## src/rtl/ahb_mem_pkg.sv

```systemverilog
// Shared encodings for the AHB-Lite memory slave.
// Assumes the standard two-bit transfer type coding.
package ahb_mem_pkg;

    typedef enum logic [1:0] {
        TR_IDLE   = 2'b00,
        TR_BUSY   = 2'b01,
        TR_NONSEQ = 2'b10,
        TR_SEQ    = 2'b11
    } htrans_e;

    // True for transfer types that carry data (NONSEQ and SEQ).
    function automatic logic moves_data(input logic [1:0] trans);
        return (trans == TR_NONSEQ) || (trans == TR_SEQ);
    endfunction

endpackage

```

## src/rtl/ahb_addr_capture.sv

```systemverilog
// Address-phase context register.
// Holds valid/write/size/address of the transfer whose data phase is next.
// Reloads only when the bus-wide ready is high, so a stall keeps the pending
// context. Assumes the caller supplies hready as seen by all slaves.
module ahb_addr_capture
    import ahb_mem_pkg::*;
#(
    parameter int ADDR_W = 32
) (
    input  logic              clk,
    input  logic              rst_n,
    input  logic              hsel_i,
    input  logic [1:0]        htrans_i,
    input  logic              hwrite_i,
    input  logic [2:0]        hsize_i,
    input  logic [ADDR_W-1:0] haddr_i,
    input  logic              hready_i,
    output logic              ctx_valid_o,
    output logic              ctx_write_o,
    output logic [2:0]        ctx_size_o,
    output logic [ADDR_W-1:0] ctx_addr_o
);

    // Load the context at the end of each address phase; hold it otherwise.
    always_ff @(posedge clk) begin
        if (!rst_n) begin
            ctx_valid_o <= 1'b0;
            ctx_write_o <= 1'b0;
            ctx_size_o  <= '0;
            ctx_addr_o  <= '0;
        end else if (hready_i) begin
            ctx_valid_o <= hsel_i && moves_data(htrans_i);
            ctx_write_o <= hwrite_i;
            ctx_size_o  <= hsize_i;
            ctx_addr_o  <= haddr_i;
        end
    end

    // a stalled cycle leaves the stored context untouched.
    a_r3_hold_in_stall: assert property (@(posedge clk) disable iff (!rst_n)
        !hready_i |=> $stable({ctx_valid_o, ctx_write_o, ctx_size_o, ctx_addr_o}));

endmodule

```

## src/rtl/ahb_wait_ctrl.sv

```systemverilog
// Wait-state generator for the data phase.
// Counts WAIT_CYCLES stalled cycles for a valid context, then signals ready.
// Assumes hready_i is low whenever ready_o is low (this slave owns the beat).
module ahb_wait_ctrl #(
    parameter int WAIT_CYCLES = 2
) (
    input  logic clk,
    input  logic rst_n,
    input  logic hready_i,
    input  logic ctx_valid_i,
    output logic ready_o
);

    localparam int CNT_W = (WAIT_CYCLES < 1) ? 1 : $clog2(WAIT_CYCLES + 1);
    localparam logic [CNT_W-1:0] CNT_LAST = CNT_W'(WAIT_CYCLES);

    logic [CNT_W-1:0] cnt_q;

    // Restart the count on each new address phase, step it while stalled.
    always_ff @(posedge clk) begin
        if (!rst_n) begin
            cnt_q <= '0;
        end else if (hready_i) begin
            cnt_q <= '0;
        end else if (ctx_valid_i && (cnt_q != CNT_LAST)) begin
            cnt_q <= cnt_q + 1'b1;
        end
    end

    // Ready once the wait budget is spent, or at once for a no-op phase.
    always_comb begin
        ready_o = !ctx_valid_i || (cnt_q == CNT_LAST);
    end

    // a phase with no accepted transfer never stalls.
    a_r2_idle_ready: assert property (@(posedge clk) disable iff (!rst_n)
        !ctx_valid_i |-> ready_o);

    // the counter never runs past the programmed wait budget.
    a_r5_cnt_bound: assert property (@(posedge clk) disable iff (!rst_n)
        cnt_q <= CNT_LAST);

    // a stalled valid beat is still pending in the next cycle.
    a_r5_stall_keeps_beat: assert property (@(posedge clk) disable iff (!rst_n)
        (ctx_valid_i && !ready_o) |=> ctx_valid_i);

endmodule

```

## src/rtl/ahb_word_store.sv

```systemverilog
// Register-array storage with byte-lane write enables.
// One array per byte lane, built by generate; reset clears every byte.
// Assumes DATA_W is a multiple of 8 and DEPTH is a power of two.
module ahb_word_store #(
    parameter int DATA_W = 32,
    parameter int DEPTH  = 16
) (
    input  logic                   clk,
    input  logic                   rst_n,
    input  logic                   wr_en_i,
    input  logic [$clog2(DEPTH)-1:0] wr_idx_i,
    input  logic [DATA_W/8-1:0]    wr_be_i,
    input  logic [DATA_W-1:0]      wr_data_i,
    input  logic [$clog2(DEPTH)-1:0] rd_idx_i,
    output logic [DATA_W-1:0]      rd_data_o
);

    localparam int LANES = DATA_W / 8;

    for (genvar g = 0; g < LANES; g++) begin : g_lane
        logic [7:0] bytes_q [DEPTH];

        // Clear on reset, otherwise write this lane when enabled.
        always_ff @(posedge clk) begin
            if (!rst_n) begin
                for (int w = 0; w < DEPTH; w++) begin
                    bytes_q[w] <= 8'h00;
                end
            end else if (wr_en_i && wr_be_i[g]) begin
                bytes_q[wr_idx_i] <= wr_data_i[g*8 +: 8];
            end
        end

        // Asynchronous read of this lane.
        always_comb begin
            rd_data_o[g*8 +: 8] = bytes_q[rd_idx_i];
        end
    end

    // a write always enables at least one lane.
    a_r8_lane_present: assert property (@(posedge clk) disable iff (!rst_n)
        wr_en_i |-> (wr_be_i != '0));

endmodule

```

## src/rtl/ahb_mem_slave.sv

```systemverilog
// AHB-Lite memory slave top.
// Pairs each data phase with the context captured in its address phase,
// inserts WAIT_CYCLES wait states per accepted beat, and always answers OKAY.
// Assumes aligned transfers no wider than DATA_W and a power-of-two DEPTH.
module ahb_mem_slave #(
    parameter int ADDR_W      = 32,
    parameter int DATA_W      = 32,
    parameter int DEPTH       = 16,
    parameter int WAIT_CYCLES = 2
) (
    input  logic              clk,
    input  logic              rst_n,
    input  logic              hsel,
    input  logic [ADDR_W-1:0] haddr,
    input  logic [1:0]        htrans,
    input  logic              hwrite,
    input  logic [2:0]        hsize,
    input  logic [DATA_W-1:0] hwdata,
    input  logic              hready,
    output logic              hreadyout,
    output logic [DATA_W-1:0] hrdata,
    output logic              hresp
);

    localparam int LANES = DATA_W / 8;
    localparam int OFF_W = $clog2(LANES);
    localparam int IDX_W = $clog2(DEPTH);
    localparam int KEEP_W = OFF_W + IDX_W;

    logic              ctx_valid;
    logic              ctx_write;
    logic [2:0]        ctx_size;
    logic [ADDR_W-1:0] ctx_addr;
    logic              slave_ready;
    logic              commit;
    logic [IDX_W-1:0]  word_idx;
    logic [OFF_W-1:0]  byte_off;
    logic [LANES-1:0]  lane_be;
    logic [DATA_W-1:0] store_rd;
    logic              unused_addr_hi;

    ahb_addr_capture #(.ADDR_W(ADDR_W)) u_capture (
        .clk         (clk),
        .rst_n       (rst_n),
        .hsel_i      (hsel),
        .htrans_i    (htrans),
        .hwrite_i    (hwrite),
        .hsize_i     (hsize),
        .haddr_i     (haddr),
        .hready_i    (hready),
        .ctx_valid_o (ctx_valid),
        .ctx_write_o (ctx_write),
        .ctx_size_o  (ctx_size),
        .ctx_addr_o  (ctx_addr)
    );

    ahb_wait_ctrl #(.WAIT_CYCLES(WAIT_CYCLES)) u_wait (
        .clk         (clk),
        .rst_n       (rst_n),
        .hready_i    (hready),
        .ctx_valid_i (ctx_valid),
        .ready_o     (slave_ready)
    );

    // Split the captured address into word index and byte offset.
    always_comb begin
        word_idx = ctx_addr[KEEP_W-1:OFF_W];
        byte_off = ctx_addr[OFF_W-1:0];
    end

    assign unused_addr_hi = ^ctx_addr[ADDR_W-1:KEEP_W];

    // Lane enables: a lane is active when it shares the size-aligned group of the offset.
    always_comb begin
        for (int l = 0; l < LANES; l++) begin
            lane_be[l] = ((l >> ctx_size) == (int'(byte_off) >> ctx_size));
        end
    end

    // Commit a write only in the completing cycle of its data phase.
    always_comb begin
        commit = ctx_valid && ctx_write && slave_ready;
    end

    ahb_word_store #(.DATA_W(DATA_W), .DEPTH(DEPTH)) u_store (
        .clk       (clk),
        .rst_n     (rst_n),
        .wr_en_i   (commit),
        .wr_idx_i  (word_idx),
        .wr_be_i   (lane_be),
        .wr_data_i (hwdata),
        .rd_idx_i  (word_idx),
        .rd_data_o (store_rd)
    );

    // Drive outputs: read data only in a completing read beat, response always OKAY.
    always_comb begin
        hreadyout = slave_ready;
        hrdata    = (ctx_valid && !ctx_write && slave_ready) ? store_rd : '0;
        hresp     = 1'b0;
    end

    // read data stays zero while the beat is stalled.
    a_r6_rdata_quiet_in_stall: assert property (@(posedge clk) disable iff (!rst_n)
        !hreadyout |-> (hrdata == '0));

    // storage is never written while the slave is stalling the bus.
    a_r4_no_write_in_stall: assert property (@(posedge clk) disable iff (!rst_n)
        !hreadyout |-> !u_store.wr_en_i);

endmodule

```

## config.mk

```make
export PLATFORM = sky130hd
export DESIGN_NAME = ahb_mem_slave
export DESIGN_NICKNAME = d
export VERILOG_FILES = /design/src/rtl/ahb_mem_pkg.sv /design/src/rtl/ahb_addr_capture.sv /design/src/rtl/ahb_wait_ctrl.sv /design/src/rtl/ahb_word_store.sv /design/src/rtl/ahb_mem_slave.sv
export SDC_FILE = /design/constraint.sdc
export NUM_CORES = 1
export LEC_CHECK = 0
export CAP_MARGIN = 20
export CORE_MARGIN = 3
export CORE_UTILIZATION = 60
export DETAILED_ROUTE_END_ITERATION = 8
export DONT_BUFFER_PORTS = 1
export PLACE_DENSITY = 0.82
export SETUP_SLACK_MARGIN = 0.3
export SLEW_MARGIN = 20
export SYNTH_ARGS = -nofsm -noshare
export SYNTH_HDL_FRONTEND = slang
export SYNTH_HIERARCHICAL = 1
export SYNTH_SLANG_ARGS = --single-unit
```

## constraint.sdc

```tcl
create_clock -name clk -period 3.4 [get_ports clk]
set_clock_uncertainty 0.1 [all_clocks]
set_input_delay 0.51 -clock clk [delete_from_list [all_inputs] [get_ports clk]]
set_output_delay 0.51 -clock clk [all_outputs]
set_load 0.05 [all_outputs]
```

Word-level counts from Yosys, hierarchy flattened
Memory sizes are Yosys's and may differ from the RTL's. A register that Yosys moved wholly into a read port is not among the register bits.
Index checks and enable logic that the tools add are counted.
{"block": "totals", "ff_bits": 13, "mem_bits_rw": 512, "n_memories": 4, "in_bits": 74, "output_inout_bits": 34}
{"block": "classes", "n_addsub": 1, "n_bitwise": 1, "mux": 34, "n_eq_ne": 8, "n_shift": 5, "n_reduce_logical": 19}
{"memory": "u_store.g_lane[0].bytes_q", "words": 16, "word_bits": 8, "rd": 1, "rd_ports_with_merged_regs": 1, "wr": 16, "line": "ahb_word_store.sv:21", "text": "logic [7:0] bytes_q [DEPTH];"}
{"memory": "u_store.g_lane[1].bytes_q", "words": 16, "word_bits": 8, "rd": 1, "rd_ports_with_merged_regs": 1, "wr": 16, "line": "ahb_word_store.sv:21"}
{"memory": "u_store.g_lane[2].bytes_q", "words": 16, "word_bits": 8, "rd": 1, "rd_ports_with_merged_regs": 1, "wr": 16, "line": "ahb_word_store.sv:21"}
{"memory": "u_store.g_lane[3].bytes_q", "words": 16, "word_bits": 8, "rd": 1, "rd_ports_with_merged_regs": 1, "wr": 16, "line": "ahb_word_store.sv:21"}
{"op": "$eq A32 B32 Y1", "count": 4}
{"op": "$shr A1 B3 Y32 const A", "count": 2}
{"op": "$shr A2 B3 Y32 const A", "count": 2}
{"op": "$mux W4", "count": 12}
{"op": "$mux W32", "count": 1}
{"op": "$mux W8", "count": 4}
{"op": "$reduce_or A8 Y1", "count": 4}
{"op": "$shr A2 B3 Y32", "count": 1}
{"op": "$mux W1", "count": 17}
{"op": "$logic_and A1 B1 Y1", "count": 10}
{"op": "$eq A2 B2 Y1 const B", "count": 3}
{"op": "$add A2 B1 Y2 const B", "count": 1}
{"op": "$logic_not A1 Y1", "count": 2}
{"op": "$logic_or A1 B1 Y1", "count": 2}
{"op": "$ne A2 B2 Y1 const B", "count": 1}
{"op": "$reduce_or A2 Y1", "count": 1}
{"op": "$not A1 Y1", "count": 1}

Longest topological paths before layout
{"block": "logic_depth", "depth_word": 9, "mapped_depth": 10, "mapped_depth_nobuf": 8}

By module
The synthesis kept the hierarchy.
{"module": "ahb_word_store", "instances": 1, "cells_each": 1527, "area_per_inst_um2": 22168.8, "seq_area_each_um2": 15374.7}
{"module": "ahb_addr_capture", "instances": 1, "cells_each": 120, "area_per_inst_um2": 1408.9, "seq_area_each_um2": 740.7}
{"module": "ahb_mem_slave", "instances": 1, "cells_each": 47, "area_per_inst_um2": 299.0, "seq_area_each_um2": 0.0}
{"module": "ahb_wait_ctrl", "instances": 1, "cells_each": 11, "area_per_inst_um2": 103.8, "seq_area_each_um2": 40.0}

Worst setup path after synthesis
No wires, ideal clock.
{"block": "synth_timing", "path_type": "register -> register", "startpoint": "register u_wait.cnt_q[0]", "endpoint": "memory u_store.g_lane[3].bytes_q[15][0] (enable)", "setup_time_ns": 0.384, "slack_ns": 0.629, "required_time_ns": 2.916, "arrival_time_ns": 2.287, "synth_period_minus_slack_ns": 2.771, "stages_incl_launch_ff": 9, "path_buffers": 1, "cell_sequence": "dfxtp_1 > inv_1 > ha_1 > nor2b_4 > inv_1 > and3_1 > nand3_1 > clkbuf_1 > o21ai_0"}
{"element": "start, declared", "line": "ahb_wait_ctrl.sv:17", "text": "logic [CNT_W-1:0] cnt_q;"}
{"element": "start signal, assigned", "line": "ahb_wait_ctrl.sv:26", "text": "cnt_q <= cnt_q + 1'b1;"}
{"element": "end, declared", "line": "ahb_word_store.sv:21"}

==> flow_summary.json <==
{
  "via_per_inst": 6.52,
  "hold_start": "hwdata[29]",
  "tightest_slew_ps": 769,
  "syn_inst": 1625,
  "syn_avg_cell_area_um2": 14.2,
  "switching_share": 0.218,
  "fin_area_um2": 27400,
  "hold_path_depth": 1,
  "rr_worst_depth": 8,
  "power.leakage_nw": 9.30,
  "path_clk_slew_ps": 60,
  "antenna_found_initial": 0,
  "path_cells": "buf_12 > buf_12 > buf_16 > mux4_2 > a22oi_2 > nand2_1 > and2_1 > buf_6",
  "final.period_utilization": 0.925,
  "setup_ws_ps": 254,
  "final_core_util": 0.726,
  "totalWireLength_um": 61900,
  "cp-start-kind": "register",
  "grtUsageMet3": 0.0575,
  "finalSetupViolCount": 0,
  "grt_pass1_wl_um": 91900,
  "rr_endpoint": "u_store/g_lane[1].bytes_q[6][4]$_SDFFCE_PN0P_",
  "ir_drop_mv": 0.453,
  "cap_viol_max_count": 0,
  "cpMostUsedCell": "buf_12",
  "busiest_layer": "met2",
  "p_int_w": 0.0114,
  "wl_per_cell_um": 26.8,
  "period_needed_ps": 3150,
  "insertion_delay_ps": 590,
  "hold_ws_ps": 20.9,
  "clockPowerShare": 0.417,
  "io_buffers": 0,
  "ant_nets": 0,
  "cp.required_ps": 2790,
  "critPathMaxFanout": 7,
  "gp_congestion": 0.874,
  "grt_max_degree": 74,
  "dpl.hpwl_um": 36700,
  "rows": 71,
  "critPathSlowestCell": "mux4_2",
  "regToRegSetupSlack_ps": 510,
  "tns_ps": 0,
  "synthesis.area_um2": 23000,
  "drtIter0Drc": 2034,
  "final_nets": 1829,
  "grt_pass1_vias": 15500,
  "critPathMaxStageDelay_ps": 530,
  "syn_nets": 1700,
  "clock-root-buffer": "clkbuf_16",
  "clk_path_buf_depth": 3,
  "htreeDepth": 2,
  "io_pins": 108,
  "chipHeight_um": 202,
  "grt_overflow": 0,
  "fmax_ghz": 0.318,
  "rr_startpoint": "u_wait/cnt_q[0]$_SDFFE_PP0P_",
  "route.detailed.drc": 0,
  "seqPwrFrac": 0.504,
  "drive_gt1_frac": 0.270,
  "status": "finished clean",
  "design.core.area_um2": 37800,
  "critPathCaptureType": "output port",
  "yosysWarnings": 6,
  "slew_headroom": 0.486,
  "cts_tree": "built",
  "power_density_nw_per_um2": 534,
  "cts.sinks": 525,
  "num_vias": 15000,
  "switchingPower_w": 0.00319,
  "pwr-share-comb": 0.079,
  "grtUsageMet1": 0.379,
  "crit_type": "reg -> out",
  "hold_end": "u_store/g_lane[3].bytes_q[4][5]$_SDFFCE_PN0P_",
  "placed_cell_area_um2": 24400,
  "dpl_worst_slack_ps": 363,
  "hold_path.class": "in -> reg",
  "grt_usage": 0.300,
  "dieArea_um2": 40700,
  "die_x_um": 202,
  "met2_usage": 0.511,
  "finalHoldViolCount": 0,
  "start_util": 0.610,
  "firstDrtPassIters": 6,
  "rsz0062_at_grt": "yes",
  "cp.arrival_ps": 2540,
  "final_max_slew_viol_count": 0,
  "numCtsBuffers": 53,
  "area_growth_pct": 19.2
}
## power groups by stage
stage	clock network, W	registers [W]	logic [W]
2_1_floorplan	0	0.00747	0.000618
3_3_place_gp	0	0.00751	0.000879
3_5_place_dp	0	0.00753	0.000903
4_1_cts	0.00612	0.00738	0.00108
5_1_grt	0.00640	0.00739	0.00120
6_report	0.00610	0.00738	0.00115
## worst max-delay path: cells and delay by family, from the launching register on
family,cells,cell delay [ps]
buffers and inverters,4,560
multiplexers,1,530
flip-flops,1,390
AND/OR/NAND/NOR,2,270
AO/OA/AOI/OAI,1,190
## worst max path at each step
stage                                               startpoint                                        endpoint  slack [ps]  cells after the start
after floorplan                   u_wait/cnt_q[0]$_SDFFE_PP0P_  u_store/g_lane[3].bytes_q[15][0]$_SDFFCE_PN0P_         630                      8
after global placement    u_capture/ctx_addr_o[2]$_SDFFE_PN0P_                                      hrdata[14]         400                      5
after detailed placement  u_capture/ctx_addr_o[2]$_SDFFE_PN0P_                                      hrdata[19]         360                      5
after CTS                 u_capture/ctx_addr_o[2]$_SDFFE_PN0P_                                      hrdata[16]         260                      6
after global routing      u_capture/ctx_addr_o[2]$_SDFFE_PN0P_                                      hrdata[27]         210                      7
final                     u_capture/ctx_addr_o[2]$_SDFFE_PN0P_                                       hrdata[1]         250                      8
## metal layers
| layer | vias up | share of wire |
|---|---|---|
| li1 | 6199 | - |
| met1 | 7486 | 0.33 |
| met2 | 1184 | 0.52 |
| met3 | 180 | 0.11 |
| met4 | 0 | 0.043 |
| met5 | - | 0 |
## stage by stage
| stage | instances | power [W] |
|---|---|---|
| after CTS | 2301 | 0.0146 |
| after global routing | 2308 | 0.0150 |
| final | 2309 | 0.0146 |
| after global placement | 2148 | 0.00839 |
| after floorplan | 1625 | 0.00809 |
| after detailed placement | 2148 | 0.00844 |
## registers in the layout (all words and copies together), names as in the netlist
| signal | cells |
|---|---|
| u_store/g_lane.bytes_q | 512 |
| u_capture/ctx_addr_o | 6 |
| u_capture/ctx_size_o | 3 |
| u_wait/cnt_q | 2 |
| u_capture/ctx_valid_o | 1 |
| u_capture/ctx_write_o | 1 |
## layout make-up
cell class                 instances  area [um2]
sequential                       525       15600
clock buffer                      62        1400
fill                            2165       10300
multi-input combinational        944        7000
inverter                           3        11.3
clock inverter                    36         410
timing repair buffer             227        2320
antenna                            1        2.50
tap                              511         639
## layout by cell type, fill, tap and decap left out, types with 2 or more instances in the layout
master         instances
inv_1                  3
buf_4                145
edfxtp_1             512
a22oi_2               45
nor2_1               469
nand3b_1               2
nand4_1                2
dfxtp_1               10
buf_6                 17
clkbuf_16             60
clkinv_4               3
mux2i_1               10
and2_4                26
buf_12                18
and3_1                 5
buf_8                  2
a22oi_1               19
nand3_1                8
and2_1                63
bufinv_16              9
nor2b_1               14
clkbuf_1               7
clkinv_2              12
o21ai_0               68
nand2_2                3
nand2_1               68
mux4_2               128
nor2b_2                2
nand4b_1               2
dfxtp_4                2
buf_16                 7
dlygate4sd3_1         33
clkinv_1              10
## what timing repair did
item	CTS	global route
setup buffers	19	2
hold endpoints to repair	51	0
pin swaps	11	19
gates cloned	3	5
gates resized for setup	87	41
hold buffers	33	0
setup endpoints to repair	32	30
Note: power is estimated with default switching activity, not from simulation.
